### config.mk
export PLATFORM = sky130hd
export DESIGN_NAME = prg_bank_ctrl
export DESIGN_NICKNAME = d
export VERILOG_FILES = /design/src/rtl/prg_bank_pkg.sv /design/src/rtl/prg_wr_decode.sv /design/src/rtl/prg_bank_regs.sv /design/src/rtl/prg_window_map.sv /design/src/rtl/prg_bank_ctrl.sv
export SDC_FILE = /design/constraint.sdc
export NUM_CORES = 1
export LEC_CHECK = 0
export BUFFER_PORTS_ARGS = -buffer_cell sky130_fd_sc_hd__buf_2
export CELL_PAD_IN_SITES_DETAIL_PLACEMENT = 1
export CELL_PAD_IN_SITES_GLOBAL_PLACEMENT = 1
export CORE_UTILIZATION = 30
export CTS_BUF_LIST = sky130_fd_sc_hd__clkbuf_4 sky130_fd_sc_hd__clkbuf_8
export DETAILED_ROUTE_END_ITERATION = 10
export GPL_ROUTABILITY_DRIVEN = 0
export GPL_TIMING_DRIVEN = 0
export HOLD_SLACK_MARGIN = 0.08
export PLACE_DENSITY_LB_ADDON = 0.1
export SETUP_SLACK_MARGIN = 0.02
export SYNTH_ARGS = -nofsm -noshare
export SYNTH_HDL_FRONTEND = slang
export SYNTH_SLANG_ARGS = --single-unit
export TNS_END_PERCENT = 30
### constraint.sdc
create_clock -name clk -period 1.1 [get_ports clk]
set_input_delay 0.055 -clock clk [delete_from_list [all_inputs] [get_ports clk]]
set_output_delay 0.055 -clock clk [all_outputs]
set_load 0.005 [all_outputs]
### src/rtl/prg_bank_pkg.sv
package prg_bank_pkg;
  localparam int OFF_W = 13;
  localparam int REG_W = 5;

  typedef enum logic [2:0] {
    SEL_A2_A1 = 3'd0,
    SEL_A0_A1 = 3'd1,
    SEL_A7_A6 = 3'd2,
    SEL_A2_A3 = 3'd3,
    SEL_A3_A2 = 3'd4,
    SEL_A1_A0 = 3'd5
  } line_pair_e;

  typedef enum logic [1:0] {
    WIN_8000 = 2'd0,
    WIN_A000 = 2'd1,
    WIN_C000 = 2'd2,
    WIN_E000 = 2'd3
  } window_e;

  // returns {high line, low line}
  function automatic logic [1:0] pick_sub(input logic [2:0] sel, input logic [7:0] a);
    case (sel)
      SEL_A0_A1: return {a[0], a[1]};
      SEL_A7_A6: return {a[7], a[6]};
      SEL_A2_A3: return {a[2], a[3]};
      SEL_A3_A2: return {a[3], a[2]};
      SEL_A1_A0: return {a[1], a[0]};
      default:   return {a[2], a[1]};
    endcase
  endfunction

  // bank that sits 'back' banks below the top of the ROM, masked to the bank width
  function automatic logic [31:0] top_bank(input int count, input int back, input int bw);
    logic [31:0] mask;
    mask = (32'd1 << bw) - 32'd1;
    return 32'(count - back) & mask;
  endfunction
endpackage

### src/rtl/prg_wr_decode.sv
module prg_wr_decode
  import prg_bank_pkg::*;
(
  input  logic [2:0]  line_sel,
  input  logic [15:0] cpu_addr,
  input  logic        cpu_wr,
  output logic [1:0]  sub_idx,
  output logic        wr_hit,
  output logic        ld_swap,
  output logic        ld_mid,
  output logic        ld_mode
);
  logic [3:0] group;

  always_comb begin
    group   = cpu_addr[15:12];
    sub_idx = pick_sub(line_sel, cpu_addr[7:0]);
    wr_hit  = cpu_wr & cpu_addr[15];
    ld_swap = wr_hit && (group == 4'h8);
    ld_mid  = wr_hit && (group == 4'hA);
    ld_mode = wr_hit && (group == 4'h9) && sub_idx[1];
  end
endmodule

### src/rtl/prg_bank_regs.sv
module prg_bank_regs
  import prg_bank_pkg::*;
(
  input  logic             clk,
  input  logic             rst_n,
  input  logic [7:0]       cpu_data,
  input  logic             ld_swap,
  input  logic             ld_mid,
  input  logic             ld_mode,
  output logic [REG_W-1:0] swap_bank,
  output logic [REG_W-1:0] mid_bank,
  output logic             mode
);
  always_ff @(posedge clk or negedge rst_n) begin
    if (!rst_n) begin
      swap_bank <= '0;
      mid_bank  <= '0;
      mode      <= 1'b0;
    end else begin
      if (ld_swap) swap_bank <= cpu_data[REG_W-1:0];
      if (ld_mid)  mid_bank  <= cpu_data[REG_W-1:0];
      if (ld_mode) mode      <= cpu_data[1];
    end
  end
endmodule

### src/rtl/prg_window_map.sv
module prg_window_map
  import prg_bank_pkg::*;
#(
  parameter int BANK_COUNT = 32,
  parameter int BANK_W     = 5
) (
  input  logic [15:0]             cpu_addr,
  input  logic [REG_W-1:0]        swap_bank,
  input  logic [REG_W-1:0]        mid_bank,
  input  logic                    mode,
  output logic [1:0]              win,
  output logic [BANK_W+OFF_W-1:0] prg_addr
);
  localparam logic [31:0] SECOND_W = top_bank(BANK_COUNT, 2, BANK_W);
  localparam logic [31:0] LAST_W   = top_bank(BANK_COUNT, 1, BANK_W);
  localparam logic [BANK_W-1:0] SECOND = SECOND_W[BANK_W-1:0];
  localparam logic [BANK_W-1:0] LAST   = LAST_W[BANK_W-1:0];

  logic [BANK_W-1:0] bank;
  logic [BANK_W-1:0] sw_b;
  logic [BANK_W-1:0] mid_b;

  always_comb begin
    sw_b  = swap_bank[BANK_W-1:0];
    mid_b = mid_bank[BANK_W-1:0];
    win   = cpu_addr[14:13];
    case (window_e'(win))
      WIN_8000: bank = mode ? SECOND : sw_b;
      WIN_A000: bank = mid_b;
      WIN_C000: bank = mode ? sw_b : SECOND;
      default:  bank = LAST;
    endcase
    prg_addr = {bank, cpu_addr[OFF_W-1:0]};
  end
endmodule

### src/rtl/prg_bank_ctrl.sv
module prg_bank_ctrl
  import prg_bank_pkg::*;
#(
  parameter int BANK_COUNT = 32,
  parameter int RAM_BYTES  = 8192,
  parameter int BANK_W     = $clog2(BANK_COUNT)
) (
  input  logic                    clk,
  input  logic                    rst_n,
  input  logic [2:0]              line_sel,
  input  logic [15:0]             cpu_addr,
  input  logic [7:0]              cpu_data,
  input  logic                    cpu_wr,
  output logic [BANK_W+OFF_W-1:0] prg_addr,
  output logic                    rom_cs,
  output logic                    ram_cs
);
  logic [1:0]       sub_idx;
  logic             wr_hit;
  logic             ld_swap;
  logic             ld_mid;
  logic             ld_mode;
  logic [REG_W-1:0] swap_bank_q;
  logic [REG_W-1:0] mid_bank_q;
  logic             mode_q;
  logic [1:0]       win;

  prg_wr_decode u_dec (
    .line_sel(line_sel), .cpu_addr(cpu_addr), .cpu_wr(cpu_wr),
    .sub_idx(sub_idx), .wr_hit(wr_hit),
    .ld_swap(ld_swap), .ld_mid(ld_mid), .ld_mode(ld_mode)
  );

  prg_bank_regs u_regs (
    .clk(clk), .rst_n(rst_n), .cpu_data(cpu_data),
    .ld_swap(ld_swap), .ld_mid(ld_mid), .ld_mode(ld_mode),
    .swap_bank(swap_bank_q), .mid_bank(mid_bank_q), .mode(mode_q)
  );

  prg_window_map #(.BANK_COUNT(BANK_COUNT), .BANK_W(BANK_W)) u_map (
    .cpu_addr(cpu_addr), .swap_bank(swap_bank_q), .mid_bank(mid_bank_q),
    .mode(mode_q), .win(win), .prg_addr(prg_addr)
  );

  assign rom_cs = cpu_addr[15];

  generate
    if (RAM_BYTES > 0) begin : g_ram
      assign ram_cs = (cpu_addr[15:13] == 3'b011);
    end else begin : g_no_ram
      assign ram_cs = 1'b0;
    end
  endgenerate
endmodule

Word-level counts from Yosys, hierarchy flattened:

Cells that the tools add are included.

* flip-flop bits (word level): 11
* latch bits: 0
* RAM bits: 0
* bits in read-only memories: 0
* input port bits: 30
* memories: 0

* add/subtract/negate cells: 0
* $mul: 0
* divide/modulo/power cells: 0
* magnitude comparators: 0
* eq/ne operators: 11
* shift-type cells: 0
* muxes and demuxes: 4
* bitwise operators: 1
* reduce and logical (&&, ||, !) cells: 5

Operators with widths (number)
* $pmux 5 s3: 1
* $eq 4x4->1 const B: 3
* $mux 5: 2
* $pmux 2 s5: 1
* $eq 3x2->1 const B: 3
* $eq 3x3->1 const B: 2
* $logic_and 1x1->1: 4
* $eq 3x1->1 const B: 1
* $eq 2x1->1 const B: 1
* $eq 2x2->1 const B: 1
* $logic_not 2->1: 1
* $and 1x1->1: 1

Depth between registers and ports, before layout:

Gate-level depths: netlist of the first run.

* word-level depth: 3
* gate-level depth with buffers: 5
* mapped depth without buffers: 4

Cells and area by module:

Synthesis of the first run repeated with hierarchy kept, for this count alone.

* cells, all modules: 85
* area total of the unflattened synthesis: 873.3 um^2

By module, submodules not included
* prg_bank_regs: instances 1, cells an instance 22, area an instance 399.1 um^2
* prg_window_map: instances 1, cells an instance 37, area an instance 297.8 um^2
* prg_wr_decode: instances 1, cells an instance 24, area an instance 160.2 um^2
* prg_bank_ctrl: instances 1, cells an instance 2, area an instance 16.3 um^2

Worst setup path before layout of the first run:

No wires, ideal clock.

* path kind: input-to-reg
* start: input port cpu_addr[14]
* end: register u_regs.mode
* library setup time: 0.128 ns
* arrival: 0.898 ns
* path slack: 0.074 ns
* stages on the path: 5
* path buffers: 1
* path through: buf_6 > nand3b_4 > a31oi_1 > o2111ai_1 > mux2_1

* word-level cells in the longest chain between the ends: 3

Ends and longest elaborated chain
* start: declaration: RTL line prg_bank_ctrl.sv:11 `input logic [15:0] cpu_addr,`
* $eq 4x4->1: RTL line prg_wr_decode.sv:21 `ld_mode = wr_hit && (group == 4'h9) && sub_idx[1];`
* $logic_and 1x1->1 (2 in series): RTL line prg_wr_decode.sv:21
* end signal: assignment: RTL line prg_bank_regs.sv:22 `if (ld_mode) mode <= cpu_data[1];`
* end: declaration: RTL line prg_bank_regs.sv:12 `output logic mode`

No other way between the ends.
A chain may end at the register's enable or synchronous reset.

Worst setup path in the final report of the first run:

* start: register u_regs.mode
* end: output port prg_addr[15]

* word-level cells in the longest chain between the ends: 2

Ends and longest elaborated chain
* $mux 5 (on tied branches): RTL line prg_window_map.sv:30, prg_window_map.sv:28
* $pmux 5 s3 *: RTL line prg_window_map.sv:27 `case (window_e'(win))`
* end: declaration: RTL line prg_bank_ctrl.sv:14 `output logic [BANK_W+OFF_W-1:0] prg_addr,`

Mark *: on every way between the ends. The rest lies on a longest branch, timed or not.

==> results of run 1 <==
[metrics by stage]
stage          hold WS (ps)  setup TNS, ps  util (%)  setup WS (ps)  instances
4_1_cts               169.2          -1294     44.75         -276.2        154
2_1_floorplan        -240.6              0         -          74.15         76
3_5_place_dp         -55.71         -328.7     40.83         -54.88        144
3_3_place_gp         -66.00         -287.4     40.83         -45.03        144
5_1_grt               173.0          -1674     45.57         -353.2        154
6_report              158.4          -1244     45.57         -263.0        154
[power by group through the flow]
stage / clock network (W) / logic (W) / registers, W
after floorplan: 0 / 0.000252 / 0.000556
after global placement: 0 / 0.000377 / 0.000576
after detailed placement: 0 / 0.000391 / 0.000580
after CTS: 0.000324 / 0.000410 / 0.000577
after global routing: 0.000347 / 0.000464 / 0.000599
final: 0.000316 / 0.000416 / 0.000582
[layer usage]
| layer | track usage, % | wire [µm] | vias up | part of all wire [%] |
|---|---|---|---|---|
| met4 | 7.895 | 38 | 0 | 2.2 |
| li1 | - | - | 348 | - |
| met1 | 17.46 | 733 | 332 | 42 |
| met2 | 24.26 | 842 | 34 | 48 |
| met3 | 2.899 | 148 | 5 | 8.4 |
| met5 | 0 | 0 | - | 0 |
[cell usage after synthesis]
| master | number | share of area [%] |
|---|---|---|
| nor3_4 | 1 | 2.1 |
| a31oi_1 | 1 | 0.81 |
| mux2_1 | 1 | 1.5 |
| buf_6 | 1 | 1.5 |
| nand2_1 | 2 | 0.97 |
| nor2_1 | 5 | 2.4 |
| mux2i_1 | 3 | 3.9 |
| buf_4 | 14 | 14 |
| nor3_1 | 4 | 2.6 |
| mux2_2 | 10 | 15 |
| nand3b_4 | 1 | 2.6 |
| dfrtp_1 | 11 | 36 |
| nor2b_1 | 1 | 0.81 |
| nand3b_1 | 2 | 1.9 |
| a211oi_1 | 1 | 0.97 |
| or2_0 | 1 | 0.81 |
| or2b_1 | 1 | 0.97 |
| inv_1 | 5 | 2.4 |
| buf_2 | 1 | 0.65 |
| o22a_2 | 4 | 5.2 |
| a21oi_1 | 5 | 3.2 |
| o2111ai_1 | 1 | 1.1 |
[worst max-delay path: stages (launching register included)]
cell and delay (ps):
dfrtp_2 460, nand3b_1 180, o22a_2 270, buf_2 120
[final cells by class]
type	instances	area, µm²
inverter	5	18.77
sequential	11	276.5
tap	30	37.54
buffer	16	121.4
timing repair buffer	44	256.5
fill	312	1336
multi-input combinational	44	377.9
clock buffer	4	30.03
[state kept, by name (all words and copies together), names as in the netlist]
register	cells
u_regs.mid_bank	5
u_regs.swap_bank	5
u_regs.mode	1
[path summary, 6_finish.rpt]
kind / from / to / slack, ps
min in group clk: line_sel[0] / u_regs.mode / 210
hold reg to reg: u_regs.mid_bank[4] / u_regs.mid_bank[4] / 510
max in group asynchronous: rst_n / u_regs.mode / 700
setup / recovery: u_regs.mode / prg_addr[15] / -260
setup reg to reg: u_regs.mode / u_regs.mode / 200
hold / removal: rst_n / u_regs.swap_bank[3] / 160
[cells by family after synthesis]
logic type,Yosys count,share of synthesized area (%)
mux,14,19.87
compound gates,12,11.31
buf+inv,21,18.09
flops,11,35.54
simple gates,18,15.19
[timing repair]
action | in CTS | in global routing
setup endpoints to repair | 5 | 5
pin swaps | 3 | 2
hold endpoints to repair | 22 | 0
hold buffers | 6 | 0
resized for setup | 2 | 4
cloned | 0 | 0
==> impl_metrics.tcl, run 1 <==
set metrics [dict create \
    outcome "finished, violations left" \
    r2r_cells 1 \
    setup_viol 5 \
    crit_path_end_kind "output pin" \
    wl_per_cell_um 11.44 \
    rsz0062_at_grt "true" \
    cts.sinks 11 \
    synth_warnings 0 \
    min_path_type "input port to async pin" \
    cts_tree "yes" \
    nets 155 \
    irDropWorstVdd_v 0.0006947 \
    fin_crit_ps 1363 \
    p_int_w 0.0009270 \
    power.share.clock_pct 24.1 \
    cts.clk_slew.worst_paths_ps 80 \
    grt_max_degree 12 \
    synth-seq-cells 11 \
    num_vias 719 \
    layout_common_cells "38 x buf_2, 14 x buf_4, 10 x mux2_2, 10 x dfrtp_1, 6 x dlygate4sd3_1" \
    maxCapViolations 0 \
    postRouteAntennaNets 0 \
    area_delta_synth_final_pct 44.43 \
    fp-row-count 18 \
    die_area_um2 2789 \
    n_antenna_cell 0 \
    cp-start-kind "flop" \
    finalClockSkew_ps 0 \
    drive_gt1_share_pct 63.71 \
    grt-ovfl-total 0 \
    synth_area_um2 774.5 \
    h-tree-depth 1 \
    crit_arrival_ps 1310 \
    p_comb_share_pct 31.7 \
    placed_cell_area_um2 1002 \
    portBuffers 38 \
    antenna_found_initial 0 \
    violations "setup timing" \
    netSwitchingPower_w 0.0003876 \
    numCtsBuffers 3 \
    setup.worst_path.class "flop to output pin" \
    grt_pass1_wl_um 2870 \
    synth.distinct_cells 22 \
    setup_ws_ps -263.0 \
    drc_errors 0 \
    sequentialPowerShare_pct 44.3 \
    layout_commonest_cell "buf_2" \
    io_pins 50 \
    crit_required_ps 1040 \
    fin_crit_sh_pct 123.9 \
    clk-insertion-delay-late_ps 290 \
    place_hpwl_um 1397 \
    drt-total-wl_um 1762 \
    die_h_um 52.81 \
    postCtsSetupBuffers 0 \
    clock_path_buffers 2 \
    grt_pass1_vias 659 \
    drt_pass1_iterations 2 \
    relSlewSlack_pct 77.89 \
    power_density_nw_per_um2 1175 \
    fmax_ghz 0.7337 \
    design_area_um2 1119 \
    die_width_um 52.81 \
    hold_viol 0 \
    finalPower_w 0.001315 \
    track_usage_pct 14.61 \
    fp.coreArea_um2 2455 \
    synth_nets 106 \
    cts-root-buf "clkbuf_4" \
    drt_first_iter_violations 1 \
    tightest_slew_ps 330.7 \
    maxSlewViolCount 0 \
    synthesis.instances 76 \
    yosysSeqAreaShare_pct 35.54 \
    syn_avg_cell_area_um2 10.19 \
    leakage_nw 0.5632 \
    swShare_pct 29.48 \
    crit_fanout 8 \
    routed_via_density 4.669 \
    start_util_pct 31.55 \
]
Note: power is estimated with default switching activity, not from simulation.
==> inputs of run 2 (changes only) <==
- PLACE_DENSITY: unset -> 0.83
- PLACE_DENSITY_LB_ADDON: 0.1 -> unset
==> impl_metrics.tcl, run 2 (same netlist as run 1, synthesis figures left out) <==
set metrics [dict create \
    outcome "finished, violations left" \
    violations "setup timing" \
    cts.clk_slew.worst_paths_ps 70 \
    setup_viol 5 \
    layout_commonest_cell "buf_2" \
    grt_pass1_vias 665 \
    irDropWorstVdd_v 0.0008635 \
    fin_crit_ps 1428 \
    final_util_pct 45.57 \
    crit_required_ps 1040 \
    placed_cell_area_um2 1002 \
    track_usage_pct 15.05 \
    drt_pass1_iterations 4 \
    setup_ws_ps -328.3 \
    h-tree-depth 1 \
    cp-start-kind "flop" \
    fp.coreArea_um2 2455 \
    max_stage_delay_ps 480 \
    io_pins 50 \
    fin_crit_sh_pct 129.8 \
    cp_slowest_cell "dfrtp_2" \
    cts-root-buf "clkbuf_4" \
    timing.rr.end "u_regs.mode" \
    grt-ovfl-total 0 \
    tightest_slew_ps 349.1 \
    drc_errors 0 \
    area_delta_synth_final_pct 44.43 \
    start_util_pct 31.55 \
    rrSetupSlack_ps 190 \
    cts.sinks 11 \
    fill_cells 299 \
    num_vias 757 \
    routed_via_density 4.916 \
    clock_path_buffers 2 \
    fmax_ghz 0.7002 \
    rsz0062_at_grt "true" \
    clk-insertion-delay-late_ps 280 \
    cts_tree "yes" \
    layout_common_cells "38 x buf_2, 14 x buf_4, 10 x mux2_2, 10 x dfrtp_1, 6 x dlygate4sd3_1" \
    die_h_um 52.81 \
    finalClockSkew_ps 0 \
    design_area_um2 1119 \
    hold_viol 0 \
    crit_fanout 8 \
    maxSlewViolCount 0 \
    crit_arrival_ps 1370 \
    place_worst_setup_slack_ps -58.09 \
    power_density_nw_per_um2 1191 \
    n_antenna_cell 0 \
    grt_max_degree 12 \
    cp_cell_sequence "nand3b_1 -> o22a_2 -> buf_6" \
    crit_path_end_kind "output pin" \
    fp-row-count 18 \
    place_hpwl_um 1517 \
    maxCapViolations 0 \
    postRouteAntennaNets 0 \
    portBuffers 38 \
    numCtsBuffers 3 \
    grt_pass1_wl_um 2891 \
    drt_first_iter_violations 7 \
    setup.worst_path.class "flop to output pin" \
    leakage_nw 0.5626 \
    die_width_um 52.81 \
    drive_gt1_share_pct 63.71 \
    drt-total-wl_um 2047 \
    timing.rr.start "u_regs.mode" \
    antenna_found_initial 0 \
    wl_per_cell_um 13.29 \
    relSlewSlack_pct 76.65 \
    die_area_um2 2789 \
    min_path_type "input port to async pin" \
    nets 155 \
    r2r_cells 1 \
    top_regs "u_regs.mid_bank: 5 flops, u_regs.swap_bank: 5 flops, u_regs.mode: 1 flops" \
]
-- run 2: per-stage QoR --
step	TNS (ps)	cells	total power [W]	hold slack (ps)
floorplan	0	76	0.0008074	-240.6
global route	-1741	154	0.001400	229.4
finish	-1532	154	0.001332	172.7
detailed placement	-382.2	144	0.0009721	-63.59
global placement	-113.1	144	0.0009440	-69.26
CTS	-1378	154	0.001329	156.5
-- run 2: where the power goes --
| group | switching, W | internal, W |
|---|---|---|
| Sequential | 0.0000857 | 0.000501 |
| Clock | 0.000152 | 0.000166 |
| Combinational | 0.000166 | 0.000261 |
| Total | 0.000404 | 0.000928 |
-- run 2: cell type report --
type	count	area, µm²	area share, %
Buffer	16	121.4	10.85
Clock buffer	4	30.03	2.685
Inverter	5	18.77	1.678
Multi-Input combinational cell	44	377.9	33.78
Sequential cell	11	276.5	24.72
Tap cell	30	37.54	3.356
Timing Repair Buffer	44	256.5	22.93
-- run 2: worst max-delay path by stage --
stage	depth (start not counted)	slack, ps	end	start
2_1_floorplan	5	70	u_regs.mode	cpu_addr[14]
3_3_place_gp	5	-30	u_regs.mode	line_sel[2]
3_5_place_dp	4	-60	u_regs.swap_bank[0]	cpu_addr[14]
4_1_cts	3	-290	prg_addr[16]	u_regs.mode
5_1_grt	3	-370	prg_addr[16]	u_regs.mode
6_report	3	-330	prg_addr[15]	u_regs.mode
-- run 2: critical path, delay by kind of cell, from the launching register on --
| kind | cells | cell delay (ps) |
|---|---|---|
| buf+inv | 1 | 110 |
| simple gates | 1 | 210 |
| flops | 1 | 480 |
| compound gates | 1 | 290 |
-- run 2: timing repair --
action                                 4_1_cts  5_1_grt
hold buffers                                 6        0
pin swaps                                    4        1
setup buffers                                0        0
setup endpoints to repair                    5        5
resized for setup                            5        1
endpoints found under the hold margin       22        0
-- run 2: per-layer routing --
metal / vias up / wire length, µm / GRT usage, %
met5: - / 0 / 0
met4: 0 / 41 / 10.53
met3: 4 / 120 / 2.899
met2: 30 / 1135 / 26.37
met1: 372 / 750 / 15.93
li1: 351 / - / -
